--- config.mk ---
export PLATFORM = sky130hd
export DESIGN_NAME = trc_capture_core
export DESIGN_NICKNAME = d
export VERILOG_FILES = /design/src/rtl/trc_pkg.sv /design/src/rtl/trc_trigger.sv /design/src/rtl/trc_buffer.sv /design/src/rtl/trc_sequencer.sv /design/src/rtl/trc_capture_core.sv
export SDC_FILE = /design/constraint.sdc
export NUM_CORES = 1
export LEC_CHECK = 0
export BUFFER_PORTS_ARGS = -buffer_cell sky130_fd_sc_hd__buf_2
export CAP_MARGIN = 20
export CORE_UTILIZATION = 60
export DETAILED_ROUTE_END_ITERATION = 16
export PLACE_DENSITY = 0.79
export SLEW_MARGIN = 10
export SYNTH_ARGS = -nofsm -noshare
export SYNTH_HDL_FRONTEND = slang
export SYNTH_HIERARCHICAL = 1
export SYNTH_SLANG_ARGS = --single-unit
--- constraint.sdc ---
create_clock -name clk -period 5.4 [get_ports clk]
set_input_delay 1.35 -clock clk [delete_from_list [all_inputs] [get_ports clk]]
set_output_delay 1.35 -clock clk [all_outputs]
set_load 0.05 [all_outputs]
--- src/rtl/trc_pkg.sv ---
package trc_pkg;
   typedef enum logic [1:0] {
      ST_IDLE  = 2'd0,
      ST_ARMED = 2'd1,
      ST_TRIGD = 2'd2,
      ST_DONE  = 2'd3
   } trc_state_e;

   localparam logic [1:0] SEL_VALUE = 2'd0;
   localparam logic [1:0] SEL_MASK  = 2'd1;
   localparam logic [1:0] SEL_POST  = 2'd2;
   localparam logic [1:0] SEL_CMD   = 2'd3;
endpackage

--- src/rtl/trc_trigger.sv ---
module trc_trigger #(
   parameter int W = 8
) (
   input  logic [W-1:0] probe,
   input  logic [W-1:0] value,
   input  logic [W-1:0] mask,
   output logic         hit
);
   logic [W-1:0] bit_ok;

   // per-bit compare, a cleared mask bit always agrees
   for (genvar b = 0; b < W; b++) begin : g_bit
      assign bit_ok[b] = ~mask[b] | ~(probe[b] ^ value[b]);
   end

   assign hit = &bit_ok;
endmodule

--- src/rtl/trc_buffer.sv ---
module trc_buffer #(
   parameter int W     = 8,
   parameter int DEPTH = 16,
   localparam int AW   = $clog2(DEPTH)
) (
   input  logic          clk,
   input  logic          rst_n,
   input  logic          we,
   input  logic [AW-1:0] waddr,
   input  logic [W-1:0]  wdata,
   input  logic          re,
   input  logic [AW-1:0] raddr,
   output logic [W-1:0]  rdata,
   output logic          rvalid
);
   logic [W-1:0] mem [DEPTH];

   always_ff @(posedge clk) begin
      if (we) mem[waddr] <= wdata;
      if (re) rdata <= mem[raddr];
   end

   always_ff @(posedge clk) begin
      if (!rst_n) rvalid <= 1'b0;
      else        rvalid <= re;
   end

   // data comes back exactly one edge after the strobe
   p_rd_latency_r7: assert property (@(posedge clk) disable iff (!rst_n)
      re |=> rvalid);
   p_rd_idle_r7: assert property (@(posedge clk) disable iff (!rst_n)
      !re |=> !rvalid);
endmodule

--- src/rtl/trc_sequencer.sv ---
module trc_sequencer
   import trc_pkg::*;
#(
   parameter int DEPTH = 16,
   localparam int AW   = $clog2(DEPTH),
   localparam int CW   = AW + 1
) (
   input  logic          clk,
   input  logic          rst_n,
   input  logic          arm,
   input  logic          hit,
   input  logic [CW-1:0] post_cnt,
   output trc_state_e    state,
   output logic          wr_en,
   output logic [AW-1:0] wr_ptr,
   output logic [AW-1:0] trig_idx
);
   localparam logic [CW-1:0] POST_MAX = CW'(DEPTH - 1);

   logic [CW-1:0] post_eff;
   logic [CW-1:0] rem;
   logic [AW-1:0] ptr_nxt;
   logic [AW-1:0] trig_q;

   // keep the trigger sample from being overwritten by post-trigger samples
   assign post_eff = (post_cnt > POST_MAX) ? POST_MAX : post_cnt;

   if ((DEPTH & (DEPTH - 1)) == 0) begin : g_pow2
      assign ptr_nxt = wr_ptr + 1'b1;
   end else begin : g_wrap
      assign ptr_nxt = (wr_ptr == AW'(DEPTH - 1)) ? '0 : wr_ptr + 1'b1;
   end

   assign wr_en = !arm && ((state == ST_ARMED) || (state == ST_TRIGD));

   always_ff @(posedge clk) begin
      if (!rst_n) begin
         state  <= ST_IDLE;
         wr_ptr <= '0;
         rem    <= '0;
         trig_q <= '0;
      end else if (arm) begin
         state  <= ST_ARMED;
         wr_ptr <= '0;
         rem    <= '0;
         trig_q <= '0;
      end else begin
         case (state)
            ST_ARMED: begin
               wr_ptr <= ptr_nxt;
               if (hit) begin
                  trig_q <= wr_ptr;
                  if (post_eff == '0) begin
                     state <= ST_DONE;
                  end else begin
                     state <= ST_TRIGD;
                     rem   <= post_eff;
                  end
               end
            end
            ST_TRIGD: begin
               wr_ptr <= ptr_nxt;
               rem    <= rem - 1'b1;
               if (rem == CW'(1)) state <= ST_DONE;
            end
            default: ;
         endcase
      end
   end

   assign trig_idx = (state == ST_DONE) ? trig_q : '0;

   // arming always restarts from index 0
   p_arm_restart_r8: assert property (@(posedge clk) disable iff (!rst_n)
      arm |=> (state == ST_ARMED && wr_ptr == '0));
   // done holds and the write index freezes
   p_done_sticky_r6: assert property (@(posedge clk) disable iff (!rst_n)
      (state == ST_DONE && !arm) |=> (state == ST_DONE && $stable(wr_ptr)));
   // idle without an arm stays idle
   p_idle_quiet_r2: assert property (@(posedge clk) disable iff (!rst_n)
      (state == ST_IDLE && !arm) |=> state == ST_IDLE);
   // no match, no trigger
   p_hold_armed_r3: assert property (@(posedge clk) disable iff (!rst_n)
      (state == ST_ARMED && !arm && !hit) |=> state == ST_ARMED);
   // the remaining count stays within the clamp while triggered
   p_rem_bound_r5: assert property (@(posedge clk) disable iff (!rst_n)
      (state == ST_TRIGD) |-> (rem != '0 && rem <= POST_MAX));
endmodule

--- src/rtl/trc_capture_core.sv ---
module trc_capture_core
   import trc_pkg::*;
#(
   parameter int PROBE_W = 8,
   parameter int DEPTH   = 16,
   localparam int ADDR_W = $clog2(DEPTH),
   localparam int CNT_W  = ADDR_W + 1
) (
   input  logic               clk,
   input  logic               rst_n,
   input  logic [PROBE_W-1:0] probe_i,
   input  logic               host_wr,
   input  logic [1:0]         host_sel,
   input  logic [PROBE_W-1:0] host_wdata,
   output logic [1:0]         stat_state,
   output logic [ADDR_W-1:0]  stat_trig_idx,
   input  logic               rd_req,
   input  logic [ADDR_W-1:0]  rd_addr,
   output logic [PROBE_W-1:0] rd_data,
   output logic               rd_valid
);
   if (DEPTH < 2) begin : g_bad_depth
      $error("trc_capture_core: DEPTH must be at least 2");
   end
   if (PROBE_W < CNT_W) begin : g_bad_width
      $error("trc_capture_core: PROBE_W must hold the post-trigger count");
   end

   logic [PROBE_W-1:0] value_q;
   logic [PROBE_W-1:0] mask_q;
   logic [CNT_W-1:0]   post_q;
   logic               arm;
   logic               hit;
   logic               wr_en;
   logic [ADDR_W-1:0]  wr_ptr;
   trc_state_e         state;

   assign arm = host_wr && (host_sel == SEL_CMD) && host_wdata[0];

   always_ff @(posedge clk) begin
      if (!rst_n) begin
         value_q <= '0;
         mask_q  <= '0;
         post_q  <= '0;
      end else if (host_wr) begin
         case (host_sel)
            SEL_VALUE: value_q <= host_wdata;
            SEL_MASK:  mask_q  <= host_wdata;
            SEL_POST:  post_q  <= host_wdata[CNT_W-1:0];
            default: ;
         endcase
      end
   end

   trc_trigger #(.W(PROBE_W)) trig_i (
      .probe (probe_i),
      .value (value_q),
      .mask  (mask_q),
      .hit   (hit)
   );

   trc_sequencer #(.DEPTH(DEPTH)) seq_i (
      .clk      (clk),
      .rst_n    (rst_n),
      .arm      (arm),
      .hit      (hit),
      .post_cnt (post_q),
      .state    (state),
      .wr_en    (wr_en),
      .wr_ptr   (wr_ptr),
      .trig_idx (stat_trig_idx)
   );

   trc_buffer #(.W(PROBE_W), .DEPTH(DEPTH)) buf_i (
      .clk    (clk),
      .rst_n  (rst_n),
      .we     (wr_en),
      .waddr  (wr_ptr),
      .wdata  (probe_i),
      .re     (rd_req),
      .raddr  (rd_addr),
      .rdata  (rd_data),
      .rvalid (rd_valid)
   );

   assign stat_state = state;

   // a matching sample while armed leaves the armed state
   p_match_leaves_r3: assert property (@(posedge clk) disable iff (!rst_n)
      (state == ST_ARMED && !arm && ((probe_i & mask_q) == (value_q & mask_q)))
      |=> (state == ST_TRIGD || state == ST_DONE));
   // trigger index is zero outside done
   p_idx_quiet_r6: assert property (@(posedge clk) disable iff (!rst_n)
      (stat_state != 2'd3) |-> (stat_trig_idx == '0));
endmodule

== Yosys cells after proc, flatten, opt, wreduce, memory -nomap -nowiden ==
Memory sizes are Yosys's and may differ from the RTL's. A register that Yosys moved wholly into a read port is not among the register bits.
Index checks and enable logic that the tools add are counted.

* Flip-flop bits (word level): 37
* Bits in writable memories: 128
* Bits of input ports: 26
* Output and inout port bits: 15
* Word-level logic and storage cells: 89
* Memories kept: 1

{| class="wikitable"
|+ Memories
! name !! depth !! width !! rd ports !! clocked after memory_dff !! write ports !! line !! text
|-
| buf_i.mem || 16 || 8 || 1 || 1 || 1 || trc_buffer.sv:16 || <nowiki>logic [W-1:0] mem [DEPTH];</nowiki>
|}

* $add $sub $neg: 2
* Magnitude comparators: 1
* Equality and inequality tests: 12
* Muxes and demuxes: 12
* Bitwise logic cells: 33
* Reductions and logical operators: 19

{| class="wikitable"
|+ Operator list
! kind !! number
|-
| $not A1 Y1 || 17
|-
| $mux W5 || 3
|-
| $pmux W5 S2 || 1
|-
| $reduce_and A3 Y1 || 3
|-
| $reduce_and A9 Y1 || 1
|-
| $eq A2 B2 Y1 const B || 4
|-
| $or A1 B1 Y1 || 8
|-
| $reduce_and A8 Y1 || 1
|-
| $xor A1 B1 Y1 || 8
|-
| $ne A2 B2 Y1 const B || 3
|-
| $ne A3 B2 Y1 const B || 2
|-
| $reduce_and A2 Y1 || 3
|-
| $eq A5 B1 Y1 const B || 1
|-
| $gt A5 B4 Y1 const B || 1
|-
| $logic_not A5 Y1 || 1
|-
| $sub A5 B1 Y5 const B || 1
|-
| $add A4 B1 Y4 const B || 1
|-
| $eq A2 B1 Y1 const B || 2
|-
| $mux W1 || 4
|-
| $mux W2 || 2
|-
| $mux W4 || 1
|-
| $pmux W2 S2 || 1
|-
| $reduce_or A2 Y1 || 2
|-
| $logic_and A1 B1 Y1 || 3
|-
| other kinds (5) || 5
|}

== Logic depth before layout (Yosys ltp) ==
* Word-level depth: 7
* Gate-level depth with buffers: 7
* Depth with buffers taken out: 7

== Hierarchy ==
Netlist, hierarchy kept.

{| class="wikitable"
|+ Modules (own cells, without submodules)
! module !! instances !! cells an instance !! area an instance (µm²) !! sequential area each (µm²)
|-
| trc_buffer || 1 || 231 || 5253.8 || 4103.9
|-
| trc_capture_core || 1 || 80 || 822.0 || 420.4
|-
| trc_sequencer || 1 || 95 || 803.3 || 300.3
|-
| trc_trigger || 1 || 13 || 108.9 || 0.0
|}

== Worst setup path after synthesis ==
No wires, ideal clock.

* Path kind: input port to flip-flop
* From: input host_wr
* To: memory buf_i.mem[0][0] (enable)
* Library setup time: 0.383 ns
* Data arrival time: 2.852 ns
* Required time: 5.017 ns
* Path slack: 2.165 ns
* Stages on the path: 4
* Buffers on the path: 0
* Cells stage by stage: and4_2 > nor2_1 > or3b_2 > nor3_1

* Word-level cells in the longest chain between the ends: 6

{| class="wikitable"
|+ Ends and longest elaborated chain
! element !! line !! text
|-
| from (decl) || trc_capture_core.sv:12 || <nowiki>input logic host_wr,</nowiki>
|-
| $logic_and A1 B1 Y1 (2 in series) || trc_capture_core.sv:38 || <nowiki>assign arm = host_wr && (host_sel == SEL_CMD) && host_wdata[0];</nowiki>
|-
| $logic_not A1 Y1 || trc_sequencer.sv:34 || <nowiki>assign wr_en = !arm && ((state == ST_ARMED) || (state == ST_TRIGD));</nowiki>
|-
| $logic_and A1 B1 Y1 || trc_sequencer.sv:34 ||
|-
| named net wr_en || trc_capture_core.sv:34 || <nowiki>logic wr_en;</nowiki>
|-
| $mux W1 || trc_buffer.sv:19 || <nowiki>if (we) mem[waddr] <= wdata;</nowiki>
|-
| $mux W1 (not written as such) || trc_buffer.sv:19 ||
|-
| to (decl) || trc_buffer.sv:16 ||
|}

The timed path passes the listed nets, and every way through them passes these cells.

== Final worst setup path ==
* From: input probe_i[7]
* To: register seq_i.rem[4]

* Word-level cells in the longest chain between the ends: 6

{| class="wikitable"
|+ Ends and longest elaborated chain
! element !! line !! text
|-
| from (decl) || trc_capture_core.sv:11 || <nowiki>input logic [PROBE_W-1:0] probe_i,</nowiki>
|-
| $xor A1 B1 Y1 || trc_trigger.sv:13 || <nowiki>assign bit_ok[b] = ~mask[b] | ~(probe[b] ^ value[b]);</nowiki>
|-
| $not A1 Y1 || trc_trigger.sv:13 ||
|-
| $or A1 B1 Y1 || trc_trigger.sv:13 ||
|-
| $reduce_and A8 Y1 || trc_trigger.sv:16 || <nowiki>assign hit = &bit_ok;</nowiki>
|-
| named net hit || trc_capture_core.sv:33 || <nowiki>logic hit;</nowiki>
|-
| $ne A2 B2 Y1 (no source line) || -- ||
|-
| $reduce_and A3 Y1 (no source line) || -- ||
|-
| to (signal assigned) || trc_sequencer.sv:57 || <nowiki>rem <= post_eff;</nowiki>
|-
| to (signal assigned) || trc_sequencer.sv:63 || <nowiki>rem <= rem - 1'b1;</nowiki>
|-
| to (decl) || trc_sequencer.sv:21 || <nowiki>logic [CW-1:0] rem;</nowiki>
|}

The timed path passes the listed nets, and every way through them passes these cells.
A chain may end at the register's enable or synchronous reset.

==> out/qor.log <==
[synthesis] top-area cell type share of the netlist area 58.4%
[synthesis] per-instance average area after synthesis 16.7 µm²
[pwr] Comb pwr share 10.6%
[pwr] Clk network pwr share 38.3%
[layout] commonest cells after routing, fill and taps aside sky130_fd_sc_hd__edfxtp_1 (136), sky130_fd_sc_hd__nand2_1 (48), sky130_fd_sc_hd__buf_2 (41)
[routing] length of the first detailed-routing pass in iterations 4
[clocking] clock latency at the later pin of the worst-skew pair 430 ps
[pwr] leak pwr 0.00276 µW
[synthesis] number of unique standard cell types used by synthesis 43
[setup_path] critical path endpoint category flop
[outcome] run status completed
[sta] worst slew slack as a fraction of its limit 30.2%
[layout] Inserted Diodes 0
[floorplan] floorplan die area 12100 µm²
[grt] wire length of the first global-routing pass 20.5 mm
[grt] pin count of the biggest net entering global routing 33
[routing] overall via count from detail_route 3797
[pwr] switching component of the power 743 µW
[pwr] net switching share of the total power 24.3%
[synthesis] most used flip-flop cell after synthesis sky130_fd_sc_hd__edfxtp_1
[setup_path] worst reg2reg startpoint seq_i/state[0]$_SDFFE_PN0P_
[min_path] count of cells along the worst hold path 2
[clocking] clock-pin slew of the registers on the worst-case setup and hold paths 60 ps
[setup_path] Stages on worst setup path 8
[routing] DRC errors left 0
[setup_path] count of buffer and inverter cells on the critical path 1
[grt] fraction of met2 tracks used by global routing 40.3%
[layout] share of final-layout standard cells stronger than drive strength 1 20.0%
[clocking] CTS Sinks 173
[setup_path] type of origin of the critical path input pin
[sta] Worst Max-Slew Pin Slew 1050 ps
[layout] area of all placed cells without fillers 7820 µm²
[synthesis] cell type with the largest total area after synthesis sky130_fd_sc_hd__edfxtp_1
[layout] final design utilization 68.8%
[placement] GP Congestion 0.791
[floorplan] Core Area 11400 µm²
[setup_path] critical path start-end classification in2reg
[grt] global route total overflow 0
[synthesis] number of enable flip-flop cells after synthesis 136
[sta] fin crit period 3150 ps
[synthesis] Synthesized Nets 451
[routing] initial DRC count 334
[layout] commonest non-fill, non-tap cell in the layout sky130_fd_sc_hd__edfxtp_1
[sta] final number of setup-violating endpoints 0
[grt] overall routing resource usage 24.7%
[grt] met3 track demand over resource 6.16%
[floorplan] FP Rows 39
[synthesis] fraction of registers with async set/reset 0%
[placement] area after detailed placement 7240 µm²
[setup_path] largest driver fanout on the critical path 17
[synthesis] count of warnings emitted by yosys 6
[min_path] path category of the worst min-delay check reg2reg
[floorplan] horizontal extent of the die 110 µm
[setup_path] CP delay by family, top simple AND/OR/NAND/NOR gates
[clocking] number of buffers inserted for hold repair after clock tree synthesis 0
[clocking] count of H-tree levels built during CTS 4
[routing] Total Routed Length 13.5 mm
[sta] setup repair after global routing missed its margin no
[synthesis] flop and latch count out of synthesis 173
[grt] antenna violations before repair 0
[setup_path] arrival time at the worst endpoint 3490 ps
[sta] final-report hold violation count 0
[layout] synth-to-layout area growth 11.9%
[setup_path] Reg-to-Reg End buf_i/mem[2][4]$_DFFE_PP_
[routing] post-DR wirelength/cell 21.9 µm
[setup_path] worst stage delay on the critical path 480 ps
[clocking] number of cells upsized or downsized after cts 0
[setup_path] crit path max-delay cell type sky130_fd_sc_hd__or4_1
[sta] worst clock skew 11.0 ps
[grt] met1 Usage GRT 32.2%
[clocking] clock tree from TritonCTS yes
[layout] Net count, final 495
[synthesis] synthesized netlist cell count 419
[synthesis] synthesized area 6990 µm²
[grt] GRT busiest layer met2
[placement] count of buffers inserted at the top-level ports 40
[setup_path] CP required 5740 ps
[routing] drt via density 6.13
[clocking] clock root buffer sky130_fd_sc_hd__clkbuf_16
[min_path] Worst Hold Launch post_q[3]$_SDFFE_PN0P_
[sta] Final Max Slew Viols 0
[grt] via count of the first global-routing pass 3712
[pwr] Worst VDD drop 0.000352 V
[clocking] clock buffers created by TritonCTS 17
[floorplan] number of primary I/O pins 41
[setup_path] capturing element of the worst setup path seq_i/rem[4]$_SDFFE_PP0P_
[clocking] deepest clock path buffer count 2
[clocking] setup fix buffers added after clock tree synthesis 0
[sta] slack of the critical path 2250 ps
[floorplan] Chip Height 110 µm
[layout] number of filler instances in the final layout 732
[placement] worst setup slack before clock tree synthesis 1620 ps
[setup_path] FF-to-FF setup slack 2730 ps
[setup_path] startpoint of the worst setup timing path probe_i[7]
[pwr] Internal Pwr Total 2310 µW
[run] count of maximum capacitance violations 0
[setup_path] crit path cell chain buf_2 > xor2_1 > a22oi_1 > and4_1 > mux2i_1 > a31o_1 > or4_1 > a211oi_1
[sta] Max Freq 318 MHz
[pwr] power density over the cells 391 nW/µm²
[synthesis] post-synthesis sequential area ratio 69.0%
[placement] HPWL after DPL 8.25 mm
[pwr] fraction of power consumed by sequential logic 51.1%
[setup_path] worst-case reg-to-reg path depth 5
[routing] Routed Antenna Nets 0
[synthesis] Synth area leaders sky130_fd_sc_hd__edfxtp_1 (58%), sky130_fd_sc_hd__dfxtp_1 (11%), sky130_fd_sc_hd__mux4_2 (5.8%)
[sta] Fin Setup TNS 0 ps
[floorplan] effective utilization at floorplan 61.5%
[sta] final worst-path cycle share 58.3%
final cells by class:
type	count	area, µm²	share of cell area (%)
Inverter	6	22.5	0.288
Clock buffer	18	429	5.49
Timing Repair Buffer	43	220	2.82
Clock inverter	14	145	1.86
Tap cell	143	179	2.29
Multi-Input combinational cell	222	2000	25.6
Sequential cell	173	4820	61.7
sequential cells by signal (all words and copies together), names as in the netlist:
name	count
buf_i/rdata	8
buf_i/mem	128
seq_i/rem	5
value_q	8
mask_q	8
seq_i/wr_ptr	4
seq_i/trig_q	4
post_q	5
buf_i/rvalid	1
seq_i/state	2
cells by family (layout without fill, tap and decap cells):
group / Yosys count / count (layout) / synth area share [%]
flops: 173 / 173 / 69.0
xor+xnor: 11 / 11 / 1.38
simple gates: 107 / 107 / 7.39
buf+inv: 24 / 81 / 2.42
fa+ha+maj: 6 / 6 / 1.07
compound gates: 42 / 42 / 4.19
mux: 56 / 56 / 14.5
synthesized netlist by cell type, types with 2 or more instances:
cell / count
sky130_fd_sc_hd__mux4_2: 18
sky130_fd_sc_hd__a22oi_1: 20
sky130_fd_sc_hd__or4_1: 2
sky130_fd_sc_hd__xor2_1: 10
sky130_fd_sc_hd__buf_2: 3
sky130_fd_sc_hd__o311ai_0: 2
sky130_fd_sc_hd__buf_4: 3
sky130_fd_sc_hd__ha_1: 6
sky130_fd_sc_hd__nand2b_1: 4
sky130_fd_sc_hd__mux2i_1: 24
sky130_fd_sc_hd__mux4_1: 14
sky130_fd_sc_hd__clkdlybuf4s25_2: 3
sky130_fd_sc_hd__dfxtp_1: 37
sky130_fd_sc_hd__nand2_1: 48
sky130_fd_sc_hd__buf_6: 6
sky130_fd_sc_hd__nor3_1: 6
sky130_fd_sc_hd__nor2_1: 21
sky130_fd_sc_hd__edfxtp_1: 136
sky130_fd_sc_hd__o21ai_0: 2
sky130_fd_sc_hd__and2_1: 6
sky130_fd_sc_hd__a21oi_1: 9
sky130_fd_sc_hd__clkbuf_1: 3
sky130_fd_sc_hd__nand3_1: 5
sky130_fd_sc_hd__nor2b_1: 3
sky130_fd_sc_hd__nand3b_1: 3
sky130_fd_sc_hd__a211oi_1: 3
sky130_fd_sc_hd__inv_1: 6
metal layers:
layer	vias to the layer above	wire [µm]
met3	16	705
met4	0	165
met1	1933	5800
li1	1728	-
met5	-	0
met2	120	6860
power groups by stage:
| stage | logic [µW] | registers [µW] | clock network, µW |
|---|---|---|---|
| after global routing | 349 | 1570 | 1240 |
| after detailed placement | 315 | 1590 | 0 |
| after global placement | 304 | 1580 | 0 |
| after floorplan | 205 | 1610 | 0 |
| final | 323 | 1560 | 1170 |
| after CTS | 319 | 1560 | 1180 |
stage by stage:
stage	power [µW]	cells	hold slack (ps)
after floorplan	1810	419	432
after global placement	1890	586	446
after detailed placement	1900	586	451
after CTS	3060	618	466
after global routing	3160	619	488
final	3060	619	463
worst register-to-register path: stages, from the launching register on:
cell and delay [ps]:
sky130_fd_sc_hd__dfxtp_1 390, sky130_fd_sc_hd__inv_1 60, sky130_fd_sc_hd__ha_1 370, sky130_fd_sc_hd__nor2_1 260
sky130_fd_sc_hd__or3b_2 530, sky130_fd_sc_hd__nor2_1 680
worst min-delay path by stage:
stage          slack (ps)                            to
5_1_grt               490       value_q[2]$_SDFFE_PN0P_
6_report              460        post_q[3]$_SDFFE_PN0P_
2_1_floorplan         430  seq_i/trig_q[0]$_SDFFE_PP0P_
3_3_place_gp          450        mask_q[6]$_SDFFE_PN0P_
4_1_cts               470  seq_i/trig_q[0]$_SDFFE_PP0P_
3_5_place_dp          450  seq_i/trig_q[0]$_SDFFE_PP0P_
(Power assumes the default switching activity.)
